--- config.mk ---
export PLATFORM = sky130hd
export DESIGN_NAME = flash_read_guard
export DESIGN_NICKNAME = d
export VERILOG_FILES = /design/src/rtl/fprot_pkg.sv /design/src/rtl/fprot_ctrl.sv /design/src/rtl/fprot_lookup.sv /design/src/rtl/fprot_datapath.sv /design/src/rtl/flash_read_guard.sv
export SDC_FILE = /design/constraint.sdc
export NUM_CORES = 1
export LEC_CHECK = 0
export BUFFER_PORTS_ARGS = -buffer_cell sky130_fd_sc_hd__buf_4
export CELL_PAD_IN_SITES_DETAIL_PLACEMENT = 0
export CELL_PAD_IN_SITES_GLOBAL_PLACEMENT = 1
export CORE_MARGIN = 2
export CORE_UTILIZATION = 27
export CTS_BUF_LIST = sky130_fd_sc_hd__clkbuf_4 sky130_fd_sc_hd__clkbuf_8 sky130_fd_sc_hd__clkbuf_16
export DETAILED_ROUTE_END_ITERATION = 16
export PLACE_DENSITY = 0.61
export SYNTH_ARGS = -nofsm -noshare
export SYNTH_HDL_FRONTEND = slang
export SYNTH_SLANG_ARGS = --single-unit
--- constraint.sdc ---
create_clock -name clk -period 2.6 [get_ports clk]
set_input_delay 0 -clock clk [delete_from_list [all_inputs] [get_ports clk]]
set_output_delay 0 -clock clk [all_outputs]
set_load 0.05 [all_outputs]
--- src/rtl/fprot_pkg.sv ---
package fprot_pkg;
  // Strobes from control to datapath, valid for the current cycle
  typedef struct packed {
    logic doWrite;    // AND write data into the working copy
    logic doCommit;   // AND the working copy into the committed copy
    logic doRestore;  // reload the working copy from the committed copy
    logic clrRead;    // force the registered read-allowed flag low
  } fprot_strobe_t;
endpackage

--- src/rtl/fprot_ctrl.sv ---
module fprot_ctrl
  import fprot_pkg::*;
(
  input  logic          porRstN,
  input  logic          sysRstN,
  input  logic          wrEn,
  input  logic          commitReq,
  output fprot_strobe_t strb
);
  // A power-on reset overrides any software action in the same cycle
  always_comb begin
    strb.doRestore = !porRstN;
    strb.doWrite   = porRstN && wrEn;
    strb.doCommit  = porRstN && commitReq;
    strb.clrRead   = !porRstN || !sysRstN;
  end
endmodule

--- src/rtl/fprot_lookup.sv ---
module fprot_lookup #(
  parameter int unsigned NUM_BLOCKS  = 32,
  parameter int unsigned ADDR_W      = 32,
  parameter int unsigned OFFSET_BITS = 11,
  parameter logic [ADDR_W-1:0] WIN_BASE = 32'h0001_0000
) (
  input  logic [ADDR_W-1:0]     addr,
  input  logic [NUM_BLOCKS-1:0] enBits,
  output logic                  hit
);
  localparam int unsigned IDX_W   = $clog2(NUM_BLOCKS);
  localparam int unsigned WIN_LSB = OFFSET_BITS + IDX_W;

  logic [IDX_W-1:0]      blkIdx;
  logic                  inWindow;
  logic [NUM_BLOCKS-1:0] selHit;
  logic                  unusedOffset;

  assign blkIdx       = addr[WIN_LSB-1:OFFSET_BITS];
  assign inWindow     = (addr[ADDR_W-1:WIN_LSB] == WIN_BASE[ADDR_W-1:WIN_LSB]);
  assign unusedOffset = ^addr[OFFSET_BITS-1:0];

  // One-hot select per block, then OR-reduce
  generate
    for (genvar i = 0; i < NUM_BLOCKS; i++) begin : g_sel
      assign selHit[i] = (blkIdx == IDX_W'(i)) && enBits[i];
    end
  endgenerate

  assign hit = inWindow && (|selHit);
endmodule

--- src/rtl/fprot_datapath.sv ---
module fprot_datapath
  import fprot_pkg::*;
#(
  parameter int unsigned NUM_BLOCKS  = 32,
  parameter int unsigned ADDR_W      = 32,
  parameter int unsigned OFFSET_BITS = 11,
  parameter logic [ADDR_W-1:0] WIN_BASE = 32'h0001_0000
) (
  input  logic                  clk,
  input  logic                  porRstN,
  input  logic                  sysRstN,
  input  fprot_strobe_t         strb,
  input  logic [NUM_BLOCKS-1:0] wrData,
  input  logic [ADDR_W-1:0]     addr,
  output logic [NUM_BLOCKS-1:0] workVal,
  output logic [NUM_BLOCKS-1:0] persistVal,
  output logic                  readOk
);
  localparam int unsigned WIN_LSB = OFFSET_BITS + $clog2(NUM_BLOCKS);

  logic [NUM_BLOCKS-1:0] workReg;
  // Non-volatile copy: factory state all ones, no reset touches it
  logic [NUM_BLOCKS-1:0] persistReg = '1;
  logic [NUM_BLOCKS-1:0] workNext;
  logic                  readOkReg;
  logic                  lookupHit;

  always_comb begin
    workNext = workReg;
    if (strb.doRestore)    workNext = persistReg;
    else if (strb.doWrite) workNext = workReg & wrData;
  end

  always_ff @(posedge clk) begin
    workReg <= workNext;
    if (strb.doCommit) persistReg <= persistReg & workNext;
  end

  fprot_lookup #(
    .NUM_BLOCKS(NUM_BLOCKS), .ADDR_W(ADDR_W),
    .OFFSET_BITS(OFFSET_BITS), .WIN_BASE(WIN_BASE)
  ) u_lookup (
    .addr(addr), .enBits(workReg), .hit(lookupHit)
  );

  always_ff @(posedge clk) begin
    if (strb.clrRead) readOkReg <= 1'b0;
    else              readOkReg <= lookupHit;
  end

  assign workVal    = workReg;
  assign persistVal = persistReg;
  assign readOk     = readOkReg;

  // outside power-on reset the working copy never gains a 1 bit
  p_work_no_set_r2: assert property (@(posedge clk) disable iff (!porRstN)
    1'b1 |=> ((workReg & ~$past(workReg)) == '0));

  // the committed copy never gains a 1 bit
  p_persist_no_set_r9: assert property (@(posedge clk) disable iff (!porRstN)
    1'b1 |=> ((persistReg & ~$past(persistReg)) == '0));

  // a restore cycle loads the committed copy
  p_restore_load_r4: assert property (@(posedge clk) disable iff (!sysRstN)
    !porRstN |=> (workReg == $past(persistReg)));

  // an address outside the window never grants a read
  p_outside_denied_r7: assert property (@(posedge clk) disable iff (!porRstN || !sysRstN)
    (addr[ADDR_W-1:WIN_LSB] != WIN_BASE[ADDR_W-1:WIN_LSB]) |=> !readOk);

  // a system reset cycle leaves readOk low
  p_sysrst_clears_r8: assert property (@(posedge clk) disable iff (!porRstN)
    !sysRstN |=> !readOk);
endmodule

--- src/rtl/flash_read_guard.sv ---
module flash_read_guard #(
  parameter int unsigned NUM_BLOCKS  = 32,
  parameter int unsigned BLOCK_BYTES = 2048,
  parameter int unsigned ADDR_W      = 32,
  parameter logic [ADDR_W-1:0] WIN_BASE = 32'h0001_0000
) (
  input  logic                  clk,
  input  logic                  porRstN,
  input  logic                  sysRstN,
  input  logic                  wrEn,
  input  logic [NUM_BLOCKS-1:0] wrData,
  input  logic                  commitReq,
  input  logic [ADDR_W-1:0]     addr,
  output logic [NUM_BLOCKS-1:0] regValue,
  output logic [NUM_BLOCKS-1:0] committedValue,
  output logic                  readOk
);
  import fprot_pkg::*;

  localparam int unsigned OFFSET_BITS = $clog2(BLOCK_BYTES);

  fprot_strobe_t strb;

  fprot_ctrl u_ctrl (
    .porRstN(porRstN), .sysRstN(sysRstN),
    .wrEn(wrEn), .commitReq(commitReq), .strb(strb)
  );

  fprot_datapath #(
    .NUM_BLOCKS(NUM_BLOCKS), .ADDR_W(ADDR_W),
    .OFFSET_BITS(OFFSET_BITS), .WIN_BASE(WIN_BASE)
  ) u_dp (
    .clk(clk), .porRstN(porRstN), .sysRstN(sysRstN), .strb(strb),
    .wrData(wrData), .addr(addr),
    .workVal(regValue), .persistVal(committedValue), .readOk(readOk)
  );

  // same-cycle write and commit store the written value
  p_commit_sees_write_r10: assert property (@(posedge clk) disable iff (!porRstN)
    (wrEn && commitReq) |=> ((committedValue & ~regValue) == '0));
endmodule

==> impl_metrics.sql, run 1 <==
INSERT INTO impl_metrics (metric_group, metric, value, unit) VALUES
('status', 'outcome', 'complete, no violations', ''),
('timing', 'grt_setup_unrepaired', 'false', ''),
('grt', 'overflow_left_after_global_routing', '0', ''),
('place', 'placedCellCount', '514', ''),
('critical_path', 'critical-path-max-stage-delay', '590', 'ps'),
('grt', 'gr-max-usage-layer', 'met2', ''),
('yosys', 'syn_nets', '341', ''),
('finish', 'antenna_cells_inserted', '0', ''),
('critical_path', 'crit_path_start_kind', 'input pin', ''),
('timing', 'worst_slew_pin_slew', '454', 'ps'),
('floorplan', 'die-area', '0.0114', 'mm²'),
('timing', 'report.final.setup_viol', '0', ''),
('job', 'timing.max_cap.violations', '0', ''),
('finish', 'nets', '493', ''),
('place', 'gp_congestion', '0.689', ''),
('clocking', 'clockRootBuffer', 'sky130_fd_sc_hd__clkbuf_8', ''),
('clocking', 'post-cts-setup-buffers', '0', ''),
('floorplan', 'initial_core_util', '0.277', ''),
('yosys', 'synthesis.instances', '272', ''),
('route', 'drt_iter0_drc', '65', ''),
('floorplan', 'coreArea', '0.0103', 'mm²'),
('route', 'avgViaCountPerCell', '4.62', ''),
('critical_path', 'cp-end-kind', 'register', ''),
('critical_path', 'critical_path_arrival', '2250', 'ps'),
('yosys', 'ys_ff_latch', '65', ''),
('power_and_ir_drop', 'irDropWorstVdd', '206', 'µV'),
('clocking', 'cts-buffers-inserted', '9', ''),
('grt', 'first_global_vias', '2414', ''),
('route', 'drc', '0', ''),
('grt', 'globalRouteTotalUtil', '0.147', ''),
('timing', 'share_of_the_cycle_needed_by_the_critical_path_after_routing', '0.768', ''),
('yosys', 'netlist_area', '0.00285', 'mm²'),
('critical_path', 'worst_flop_to_flop_path_startpoint', 'u_dp.workVal[7]', ''),
('yosys', 'yosys_warnings', '0', ''),
('critical_path', 'path_class', 'input pin to register', ''),
('route', 'detailroute.via_count', '2608', ''),
('yosys', 'avgSynthCellArea', '10.5', 'µm²'),
('route', 'antenna_violation_net_count_after_detailed_routing', '0', ''),
('grt', 'antenna_found_initial', '0', ''),
('finish', 'area_grow_syn2layout', '53.5', '%'),
('route', 'wire_per_inst', '14.9', 'µm'),
('place', 'dpl_cell_area', '0.00385', 'mm²'),
('clocking', 'htree_levels', '3', ''),
('hold_path', 'min-delay-start', 'addr[14]', ''),
('timing', 'clock-skew-final', '9.13', 'ps'),
('place', 'detailedPlacementHpwl', '5850', 'µm'),
('critical_path', 'timing.critical_path.fanout_max', '1', ''),
('critical_path', 'timing.critical_path.mode_cell', 'sky130_fd_sc_hd__dlygate4sd3_1', ''),
('hold_path', 'hold_path.class', 'input pin to register', ''),
('grt', 'global_route.usage.met3', '0.0371', ''),
('clocking', 'clock_sinks', '65', ''),
('grt', 'use_met1', '0.195', ''),
('timing', 'hold_viol_final', '0', ''),
('clocking', 'clk_latency', '340', 'ps'),
('clocking', 'cts_buffer_depth', '2', ''),
('clocking', 'cts.clk_slew.worst_paths', '60', 'ps'),
('route', 'first_pass_iters', '4', ''),
('floorplan', 'io-pin-count', '134', ''),
('place', 'port_buffers', '122', ''),
('critical_path', 'path_cells', 'dlygate4sd3_1, buf_4, nor4_1, dlygate4sd3_1, nand4_1, dlygate4sd3_1, a221oi_2', ''),
('yosys', 'yosysUniqueCellTypes', '36', ''),
('grt', 'grt_max_degree', '51', ''),
('finish', 'final_cell_count_no_fill', '564', ''),
('timing', 'finalMaxSlewViolations', '0', ''),
('timing', 'finalCriticalPeriod', '2000', 'ps'),
('yosys', 'synth_sequential_area_ratio', '0.570', ''),
('finish', 'post-route-cell-area', '0.00437', 'mm²'),
('floorplan', 'chipHeight', '107', 'µm'),
('timing', 'timing.fmax', '501', 'MHz'),
('finish', 'fin_util', '0.425', ''),
('floorplan', 'placement_rows', '37', ''),
('clocking', 'tritoncts', 'yes', ''),
('timing', 'setup-tns-final', '0', 'ps'),
('grt', 'grt_first_pass_wirelength', '12700', 'µm'),
('floorplan', 'die_w', '107', 'µm'),
('route', 'routed_wirelength', '8390', 'µm'),
('critical_path', 'critical_path_source', 'addr[30]', ''),
('critical_path', 'cp.required', '2850', 'ps'),
('timing', 'worst_slew_margin_rel', '0.697', ''),
('critical_path', 'critical-path-slowest-cell', 'sky130_fd_sc_hd__dlygate4sd3_1', ''),
('finish', 'drive_gt1_frac', '0.355', ''),
('power_and_ir_drop', 'p_leak', '0.00188', 'µW'),
('grt', 'gr-usage-met2', '0.228', ''),
('power_and_ir_drop', 'power.density_cell_area', '583', 'mW/mm²');
-- synthesized netlist by cell type --
library cell / number / area [µm²]
sky130_fd_sc_hd__a221oi_2: 2 / 30.0
sky130_fd_sc_hd__a31oi_1: 4 / 25.0
sky130_fd_sc_hd__inv_1: 35 / 131
sky130_fd_sc_hd__o211ai_1: 32 / 240
sky130_fd_sc_hd__o22ai_2: 1 / 12.5
sky130_fd_sc_hd__and3b_1: 1 / 8.76
sky130_fd_sc_hd__clkbuf_1: 13 / 48.8
sky130_fd_sc_hd__nor2b_1: 1 / 6.26
sky130_fd_sc_hd__mux2_4: 1 / 15.0
sky130_fd_sc_hd__buf_2: 2 / 10.0
sky130_fd_sc_hd__edfxtp_1: 32 / 961
sky130_fd_sc_hd__a311oi_1: 1 / 8.76
sky130_fd_sc_hd__nor3_1: 1 / 5.00
sky130_fd_sc_hd__a31o_2: 1 / 8.76
sky130_fd_sc_hd__nor4b_1: 1 / 8.76
sky130_fd_sc_hd__nand2_1: 4 / 15.0
sky130_fd_sc_hd__nor3b_1: 4 / 30.0
sky130_fd_sc_hd__mux2i_1: 3 / 30.0
sky130_fd_sc_hd__buf_4: 1 / 7.51
sky130_fd_sc_hd__o21ai_0: 36 / 180
sky130_fd_sc_hd__and3_1: 4 / 25.0
sky130_fd_sc_hd__nor4_1: 3 / 18.8
sky130_fd_sc_hd__a2bb2oi_1: 1 / 8.76
sky130_fd_sc_hd__nand3b_4: 1 / 20.0
sky130_fd_sc_hd__nand4_1: 2 / 12.5
sky130_fd_sc_hd__and4bb_2: 1 / 12.5
sky130_fd_sc_hd__nand4b_1: 1 / 8.76
sky130_fd_sc_hd__dfxtp_1: 33 / 661
sky130_fd_sc_hd__nor2_1: 2 / 7.51
sky130_fd_sc_hd__a21oi_1: 32 / 160
sky130_fd_sc_hd__nand3_1: 6 / 30.0
sky130_fd_sc_hd__buf_6: 4 / 45.0
sky130_fd_sc_hd__o22ai_1: 1 / 6.26
sky130_fd_sc_hd__mux2_2: 3 / 33.8
sky130_fd_sc_hd__and2_1: 1 / 6.26
sky130_fd_sc_hd__a21o_1: 1 / 7.51
-- state kept, by name, indices dropped and copies added (netlist names) --
signal,cells
u_dp.persistVal,32
u_dp.workVal,32
u_dp.readOk,1
-- routing by layer --
metal,routed length [µm],share of wire
met5,0,0
met1,3890,0.46
met3,424,0.051
met2,3960,0.47
met4,118,0.014
-- power by group --
| group | switching (µW) | leakage, µW | total, µW | internal (µW) |
|---|---|---|---|---|
| registers | 50.4 | 0.000584 | 1190 | 1140 |
| logic | 368 | 0.00121 | 591 | 222 |
| clock network | 393 | 0.0000921 | 765 | 371 |
| total | 812 | 0.00188 | 2550 | 1740 |
-- cells in the final DEF (no fill, tap or decap), types with 2 or more instances in the layout --
cell type                       Yosys  layout
sky130_fd_sc_hd__mux2i_1            3       3
sky130_fd_sc_hd__edfxtp_1          32      32
sky130_fd_sc_hd__inv_1             35      35
sky130_fd_sc_hd__a21oi_1           32      32
sky130_fd_sc_hd__o211ai_1          32      32
sky130_fd_sc_hd__nand2_1            4       4
sky130_fd_sc_hd__o21ai_0           36      36
sky130_fd_sc_hd__nand4_1            2       2
sky130_fd_sc_hd__dfxtp_1           33      33
sky130_fd_sc_hd__a31oi_1            4       4
sky130_fd_sc_hd__nand3_1            6       6
sky130_fd_sc_hd__clkbuf_8           0      10
sky130_fd_sc_hd__nor2_1             2       2
sky130_fd_sc_hd__buf_4              1     126
sky130_fd_sc_hd__mux2_2             3       3
sky130_fd_sc_hd__nor3b_1            4       4
sky130_fd_sc_hd__clkinv_2           0       4
sky130_fd_sc_hd__a221oi_2           2       2
sky130_fd_sc_hd__dlygate4sd3_1      0      35
sky130_fd_sc_hd__and3_1             4       4
sky130_fd_sc_hd__nor4_1             3       3
-- worst paths after layout --
| path | end | slack, ps | depth (start not counted) |
|---|---|---|---|
| worst max-delay path | u_dp.readOk | 600 | 7 |
| worst max register to register | u_dp.readOk | 1290 | 5 |
| worst min-delay path | u_dp.readOk | 50 | 3 |
| worst min register to register | u_dp.workVal[4] | 550 | 2 |
-- timing repair --
item / in CTS / in global routing
resized for setup: 0 / 0
hold endpoints to repair: 33 / 0
endpoints found under the setup margin: 0 / 0
hold buffers: 35 / 0
-- cell type report --
class	count	area (µm²)
fillers	1074	5910
clock inverters	4	20.0
clock buffers	11	145
well taps	136	170
inverters	35	131
multi-input cells	152	983
flip-flops and latches	65	1620
repair buffers	161	1300
-- cell families after synthesis --
family	Yosys count	synth area share
muxes	7	0.0277
buffers and inverters	55	0.0853
and+or+nand+nor	33	0.0756
DFF	65	0.570
AOI/OAI and AO/OA	112	0.242
-- through the flow --
step | hold slack [ps] | setup WS (ps) | power (µW)
after detailed placement | 288 | 1280 | 1770
final | 54.8 | 602 | 2550
after global placement | 284 | 1290 | 1770
after global routing | 44.6 | 543 | 2670
after floorplan | 185 | 999 | 1560
after CTS | 37.5 | 606 | 2580
-- critical path: cells and delay by family --
kind	cells	cell delay, ps
AOI/OAI and AO/OA	1	170
buffers and inverters	4	1840
and+or+nand+nor	2	240
Note: power is estimated with default switching activity, not from simulation.
==> run 2: changes to the inputs <==
Settings changed: ABC_AREA set to 1, PLACE_DENSITY 0.61 to 0.65.
Clock period 2.6 ns to 1.63 ns, I/O delays scaled along.
==> impl_metrics.sql, run 2 <==
INSERT INTO impl_metrics (metric_group, metric, value, unit) VALUES
('status', 'outcome', 'complete, no violations', ''),
('floorplan', 'io-pin-count', '134', ''),
('critical_path', 'critical_path_source', 'u_dp.workVal[11]', ''),
('finish', 'antenna_cells_inserted', '0', ''),
('timing', 'setup-tns-final', '0', 'ps'),
('timing', 'grt_setup_unrepaired', 'false', ''),
('floorplan', 'die-area', '0.0112', 'mm²'),
('timing', 'report.final.setup_viol', '0', ''),
('critical_path', 'critical-path-max-stage-delay', '430', 'ps'),
('place', 'detailedPlacementHpwl', '6090', 'µm'),
('finish', 'layout.area.seq', '0.00162', 'mm²'),
('timing', 'share_of_the_cycle_needed_by_the_critical_path_after_routing', '0.615', ''),
('clocking', 'cts-buffers-inserted', '9', ''),
('clocking', 'htree_levels', '3', ''),
('yosys', 'synth_sequential_area_ratio', '0.578', ''),
('critical_path', 'r2r_setup_slack', '660', 'ps'),
('route', 'detailroute.via_count', '2715', ''),
('job', 'timing.max_cap.violations', '0', ''),
('hold_path', 'min_delay_worst_endpoint', 'u_dp.readOk', ''),
('hold_path', 'min_delay_path_depth', '6', ''),
('finish', 'area_grow_syn2layout', '57.5', '%'),
('clocking', 'clock_sinks', '65', ''),
('timing', 'timing.fmax', '998', 'MHz'),
('critical_path', 'path_class', 'register to output port', ''),
('clocking', 'clockRootBuffer', 'sky130_fd_sc_hd__clkbuf_8', ''),
('clocking', 'tritoncts', 'yes', ''),
('route', 'first_pass_iters', '4', ''),
('route', 'drc', '0', ''),
('yosys', 'synth.most_common_cell', 'sky130_fd_sc_hd__inv_1', ''),
('yosys', 'synth.top_cells.by_area', 'sky130_fd_sc_hd__edfxtp_1 (34%), sky130_fd_sc_hd__dfxtp_1 (24%), sky130_fd_sc_hd__o211ai_1 (8.6%), sky130_fd_sc_hd__a21oi_1 (5.7%), sky130_fd_sc_hd__nand3_1 (5.7%)', ''),
('critical_path', 'timing.critical_path.buf_inv', '1', ''),
('finish', 'final_cell_count_no_fill', '597', ''),
('place', 'gp_congestion', '0.748', ''),
('grt', 'grt_first_pass_wirelength', '13200', 'µm'),
('critical_path', 'crit_path_start_kind', 'register', ''),
('yosys', 'synthesis.instances', '300', ''),
('finish', 'multiInputGateArea', '966', 'µm²'),
('finish', 'layout.cells.most_common', 'sky130_fd_sc_hd__buf_4', ''),
('yosys', 'synthDominantCellAreaShare', '0.343', ''),
('finish', 'final.fill_count', '1019', ''),
('yosys', 'simple_gate_fraction_of_synth_area', '0.145', ''),
('place', 'port_buffers', '122', ''),
('yosys', 'yosysUniqueCellTypes', '20', ''),
('timing', 'finalCriticalPeriod', '1000', 'ps'),
('timing', 'worst_slew_margin_rel', '0.735', ''),
('critical_path', 'r2r-end', 'u_dp.readOk', ''),
('yosys', 'netlist_area', '0.00280', 'mm²'),
('timing', 'hold_viol_final', '0', ''),
('critical_path', 'critical_path_arrival', '1000', 'ps'),
('power_and_ir_drop', 'p_leak', '0.00195', 'µW'),
('route', 'wire_per_inst', '14.0', 'µm'),
('finish', 'final_cell_mix', 'sky130_fd_sc_hd__buf_4 (126), sky130_fd_sc_hd__inv_1 (37), sky130_fd_sc_hd__dfxtp_1 (33)', ''),
('power_and_ir_drop', 'power.density_cell_area', '981', 'mW/mm²'),
('clocking', 'cts_hold_buffers', '32', ''),
('critical_path', 'cp_top_family', 'flip-flops', ''),
('yosys', 'synth_xor_xnor_area_share', '0', ''),
('finish', 'drive_gt1_frac', '0.334', ''),
('yosys', 'synth.area.mux_share', '0', ''),
('hold_path', 'hold_path.class', 'input pin to register', ''),
('route', 'avgViaCountPerCell', '4.55', ''),
('grt', 'overflow_left_after_global_routing', '0', ''),
('yosys', 'yosys_warnings', '0', ''),
('yosys', 'dominantRegCellSynth', 'sky130_fd_sc_hd__dfxtp_1', ''),
('clocking', 'cts_buffer_depth', '2', ''),
('critical_path', 'worst_flop_to_flop_path_startpoint', 'u_dp.workVal[29]', ''),
('route', 'drt_iter0_drc', '70', ''),
('grt', 'grt_max_degree', '58', ''),
('floorplan', 'placement_rows', '37', ''),
('yosys', 'postSynth.asyncResetShare', '0', ''),
('yosys', 'synth_top_family_by_area', 'compound AO/OA/AOI/OAI gates', ''),
('yosys', 'avgSynthCellArea', '9.35', 'µm²'),
('finish', 'nets', '525', ''),
('hold_path', 'min-delay-start', 'addr[30]', ''),
('route', 'routed_wirelength', '8380', 'µm'),
('clocking', 'cts.clk_slew.worst_paths', '70', 'ps'),
('critical_path', 'cp.required', '1630', 'ps'),
('critical_path', 'r2r.worst_path.cells', '6', ''),
('critical_path', 'critical-path-slowest-cell', 'sky130_fd_sc_hd__dfxtp_1', ''),
('power_and_ir_drop', 'irDropWorstVdd', '440', 'µV'),
('critical_path', 'path_cells', 'buf_4', ''),
('yosys', 'yosys.area_share.adder', '0', ''),
('grt', 'antenna_found_initial', '0', ''),
('clocking', 'clk_latency', '340', 'ps'),
('critical_path', 'timing.critical_path.fanout_max', '3', ''),
('yosys', 'netlist.top_cell.by_area', 'sky130_fd_sc_hd__edfxtp_1', ''),
('timing', 'worst_slew_pin_slew', '397', 'ps'),
('yosys', 'syn_nets', '369', ''),
('clocking', 'post_cts.resized_instances', '0', ''),
('yosys', 'synth.top_cells.by_count', 'sky130_fd_sc_hd__inv_1 (37), sky130_fd_sc_hd__dfxtp_1 (33)', ''),
('yosys', 'synth_enable_flop_cells', '32', ''),
('route', 'antenna_violation_net_count_after_detailed_routing', '0', ''),
('floorplan', 'chipHeight', '106', 'µm'),
('critical_path', 'cp-end-kind', 'output port', ''),
('floorplan', 'coreArea', '0.0102', 'mm²'),
('place', 'placedCellCount', '549', ''),
('yosys', 'synth-compound-area-share', '0.200', ''),
('grt', 'globalRouteTotalUtil', '0.150', ''),
('timing', 'clock-skew-final', '12.3', 'ps'),
('grt', 'first_global_vias', '2746', ''),
('floorplan', 'die_w', '106', 'µm'),
('floorplan', 'initial_core_util', '0.275', ''),
('yosys', 'ys_ff_latch', '65', ''),
('clocking', 'post-cts-setup-buffers', '0', ''),
('timing', 'finalMaxSlewViolations', '0', '');
run 2: cell types whose count changed after synthesis, moves of 4 or more:
cell                       delta
sky130_fd_sc_hd__nand3_1     +26
sky130_fd_sc_hd__nand2_1     +18
sky130_fd_sc_hd__nor2_1      +15
sky130_fd_sc_hd__inv_2        +5
sky130_fd_sc_hd__a31oi_1      -4
sky130_fd_sc_hd__buf_6        -4
sky130_fd_sc_hd__clkbuf_1     -4
sky130_fd_sc_hd__nor2_4       +4
sky130_fd_sc_hd__nor3b_1      -4
sky130_fd_sc_hd__o21ai_0      -4
run 2: how the worst max path moves through the flow:
stage / endpoint / slack (ps) / cells after the start
finish: regValue[11] / 630 / 1
global route: u_dp.readOk / 570 / 6
CTS: regValue[11] / 580 / 1
detailed placement: u_dp.persistVal[9] / 570 / 4
global placement: u_dp.persistVal[9] / 580 / 4
floorplan: u_dp.persistVal[0] / 40 / 5
run 2: stage by stage:
step | total power (µW) | hold slack (ps) | util | instance area (µm²) | setup slack [ps]
2_1_floorplan | 2460 | 186 | - | 2800 | 41.5
5_1_grt | 4510 | 20.6 | 0.434 | 4420 | 566
3_5_place_dp | 2820 | 288 | 0.381 | 3880 | 573
3_3_place_gp | 2810 | 282 | 0.381 | 3880 | 583
4_1_cts | 4390 | 5.45 | 0.434 | 4420 | 585
6_report | 4330 | 13.9 | 0.434 | 4420 | 628
run 2: cell families (layout without fill, tap and decap cells):
group,after synthesis,after routing
compound gates,96,96
flops,65,65
simple gates,83,83
buf+inv,56,217
run 2: area by class of cell:
cell class                      instances  share of cell area
Multi-Input combinational cell        179               0.219
Inverter                               42              0.0357
Tap cell                              136              0.0385
Sequential cell                        65               0.367
Clock inverter                          4              0.0156
Clock buffer                           12              0.0331
Timing Repair Buffer                  159               0.291
run 2: tightest hold or removal path, stage by stage:
cell	delay, ps
sky130_fd_sc_hd__buf_4	80
sky130_fd_sc_hd__nor4_1	30
sky130_fd_sc_hd__nand2_1	50
sky130_fd_sc_hd__nor3_1	50
sky130_fd_sc_hd__nand2_1	60
sky130_fd_sc_hd__nor2_1	30
run 2: per-layer routing:
layer | GRT usage | vias up | share of wire
li1 | - | 1379 | -
met1 | 0.177 | 1242 | 0.44
met2 | 0.265 | 82 | 0.48
met3 | 0.0374 | 12 | 0.059
met4 | 0.0526 | 0 | 0.016
met5 | 0 | - | 0
run 2: power by group:
group          internal, µW  switching [µW]  total, µW
sequential             1820            85.9       1910
clock                   906             594       1500
combinational           336             588        924
==> run 3: changes to the inputs <==
Settings changed: PLACE_DENSITY 0.65 to 0.63.
Clock period 1.63 ns to 1 ns, I/O delays scaled along.
==> impl_metrics.sql, run 3 (synthesis results as in run 2) <==
INSERT INTO impl_metrics (metric_group, metric, value, unit) VALUES
('floorplan', 'placement_rows', '37', ''),
('power_and_ir_drop', 'power_frac_seq', '0.438', ''),
('floorplan', 'initial_core_util', '0.275', ''),
('timing', 'timing.fmax', '1030', 'MHz'),
('power_and_ir_drop', 'switching_power', '2110', 'µW'),
('timing', 'worst_slew_pin_slew', '360', 'ps'),
('route', 'routed_wirelength', '8750', 'µm'),
('timing', 'finalMaxSlewViolations', '0', ''),
('timing', 'clock-skew-final', '11.1', 'ps'),
('critical_path', 'cp.required', '1000', 'ps'),
('power_and_ir_drop', 'p_int', '5050', 'µW'),
('route', 'antenna_violation_net_count_after_detailed_routing', '0', ''),
('timing', 'grt_setup_unrepaired', 'true', ''),
('timing', 'share_of_the_cycle_needed_by_the_critical_path_after_routing', '0.968', ''),
('place', 'gp_congestion', '0.787', ''),
('job', 'timing.max_cap.violations', '0', ''),
('timing', 'hold_viol_final', '0', ''),
('route', 'wire_per_inst', '14.5', 'µm'),
('critical_path', 'path_class', 'register to output port', ''),
('timing', 'finalCriticalPeriod', '968', 'ps'),
('finish', 'layout.cells.most_common', 'sky130_fd_sc_hd__buf_4', ''),
('finish', 'drive_gt1_frac', '0.422', ''),
('finish', 'antenna_cells_inserted', '0', ''),
('timing', 'worst_slew_margin_rel', '0.759', ''),
('clocking', 'tritoncts', 'yes', ''),
('route', 'drc', '0', ''),
('power_and_ir_drop', 'power_frac_clock', '0.341', ''),
('power_and_ir_drop', 'power.share.switching', '0.295', ''),
('timing', 'setup-tns-final', '0', 'ps'),
('grt', 'antenna_found_initial', '0', ''),
('timing', 'report.final.setup_viol', '0', ''),
('route', 'detailroute.via_count', '2769', ''),
('finish', 'area_grow_syn2layout', '64.6', '%'),
('grt', 'grt_max_degree', '53', ''),
('clocking', 'clockRootBuffer', 'sky130_fd_sc_hd__clkbuf_8', ''),
('critical_path', 'worst_flop_to_flop_path_startpoint', 'u_dp.workVal[17]', ''),
('power_and_ir_drop', 'irDropWorstVdd', '658', 'µV'),
('clocking', 'cts.clk_slew.worst_paths', '70', 'ps'),
('place', 'dp_slack', '-10.4', 'ps'),
('grt', 'grt_first_pass_wirelength', '13500', 'µm'),
('critical_path', 'timing.critical_path.fanout_max', '2', ''),
('floorplan', 'io-pin-count', '134', ''),
('finish', 'fin_util', '0.453', ''),
('clocking', 'cts-buffers-inserted', '9', ''),
('timing', 'final_critical_path_setup_slack', '32.2', 'ps'),
('finish', 'nets', '533', ''),
('floorplan', 'die-area', '0.0112', 'mm²'),
('finish', 'final_cell_mix', 'sky130_fd_sc_hd__buf_4 (125), sky130_fd_sc_hd__inv_1 (36)', ''),
('place', 'port_buffers', '122', ''),
('critical_path', 'critical_path_arrival', '970', 'ps'),
('critical_path', 'cp-end-kind', 'output port', ''),
('floorplan', 'die_w', '106', 'µm'),
('power_and_ir_drop', 'power.density_cell_area', '1550', 'mW/mm²'),
('power_and_ir_drop', 'power.share.combinational', '0.221', ''),
('grt', 'globalRouteTotalUtil', '0.154', ''),
('floorplan', 'coreArea', '0.0102', 'mm²'),
('power_and_ir_drop', 'p_leak', '0.00202', 'µW'),
('critical_path', 'critical_path_source', 'u_dp.workVal[26]', ''),
('status', 'outcome', 'complete, no violations', ''),
('route', 'first_pass_iters', '4', ''),
('power_and_ir_drop', 'fin_total_pwr', '7160', 'µW'),
('clocking', 'htree_levels', '3', ''),
('hold_path', 'hold_path.class', 'input pin to register', ''),
('clocking', 'clock_sinks', '65', ''),
('route', 'avgViaCountPerCell', '4.58', ''),
('clocking', 'cts_buffer_depth', '2', ''),
('hold_path', 'min-delay-start', 'addr[30]', ''),
('grt', 'overflow_left_after_global_routing', '0', ''),
('route', 'drt_iter0_drc', '106', ''),
('clocking', 'clk_latency', '340', 'ps'),
('critical_path', 'crit_path_start_kind', 'register', ''),
('floorplan', 'chipHeight', '106', 'µm'),
('grt', 'first_global_vias', '2625', ''),
('place', 'detailedPlacementHpwl', '6310', 'µm');
run 3: layout make-up:
class,count,area [µm²]
Timing Repair Buffer,167,1420
Multi-Input combinational cell,179,978
Clock buffer,14,186
Inverter,42,161
Tap cell,136,170
Sequential cell,65,1660
Clock inverter,2,35.0
Fill cell,990,5570
run 3: worst max-delay path, cell delays in order, from the launching register on:
cell                      delay (ps)
sky130_fd_sc_hd__dfxtp_4         360
sky130_fd_sc_hd__buf_4           140
sky130_fd_sc_hd__buf_6           140
run 3: routing by layer:
layer | part of all wire | global-route usage
met5 | 0 | 0
met4 | 0.016 | 0.0592
met3 | 0.062 | 0.0405
met2 | 0.47 | 0.256
met1 | 0.45 | 0.190
run 3: path summary, 6_finish.rpt:
path / to / slack, ps / cells after the start
worst max-delay path: regValue[26] / 30 / 2
worst min-delay path: u_dp.readOk / 10 / 6
worst min register to register: u_dp.workVal[28] / 540 / 2
worst max register to register: u_dp.readOk / 40 / 6
run 3: per-stage QoR:
step	hold WS, ps	instance area, µm²	cells
global route	19.5	4610	605
global placement	280	4010	553
CTS	-1.75	4560	601
floorplan	186	2880	300
finish	10.6	4610	605
detailed placement	291	4010	553
run 3: power groups by stage:
| stage | combinational [µW] | sequential [µW] | clock [µW] |
|---|---|---|---|
| floorplan | 326 | 3720 | 0 |
| global placement | 1460 | 3210 | 0 |
| detailed placement | 1460 | 3210 | 0 |
| CTS | 1570 | 3150 | 2520 |
| global route | 1680 | 3160 | 2630 |
| finish | 1580 | 3140 | 2440 |
run 3: repair_timing:
item / 4_1_cts / 5_1_grt
endpoints found under the setup margin: 1 / 7
hold buffers: 32 / 0
buffers inserted: 0 / 4
gates resized for setup: 1 / 7
hold endpoints to repair: 33 / 0
pin swaps: 0 / 5
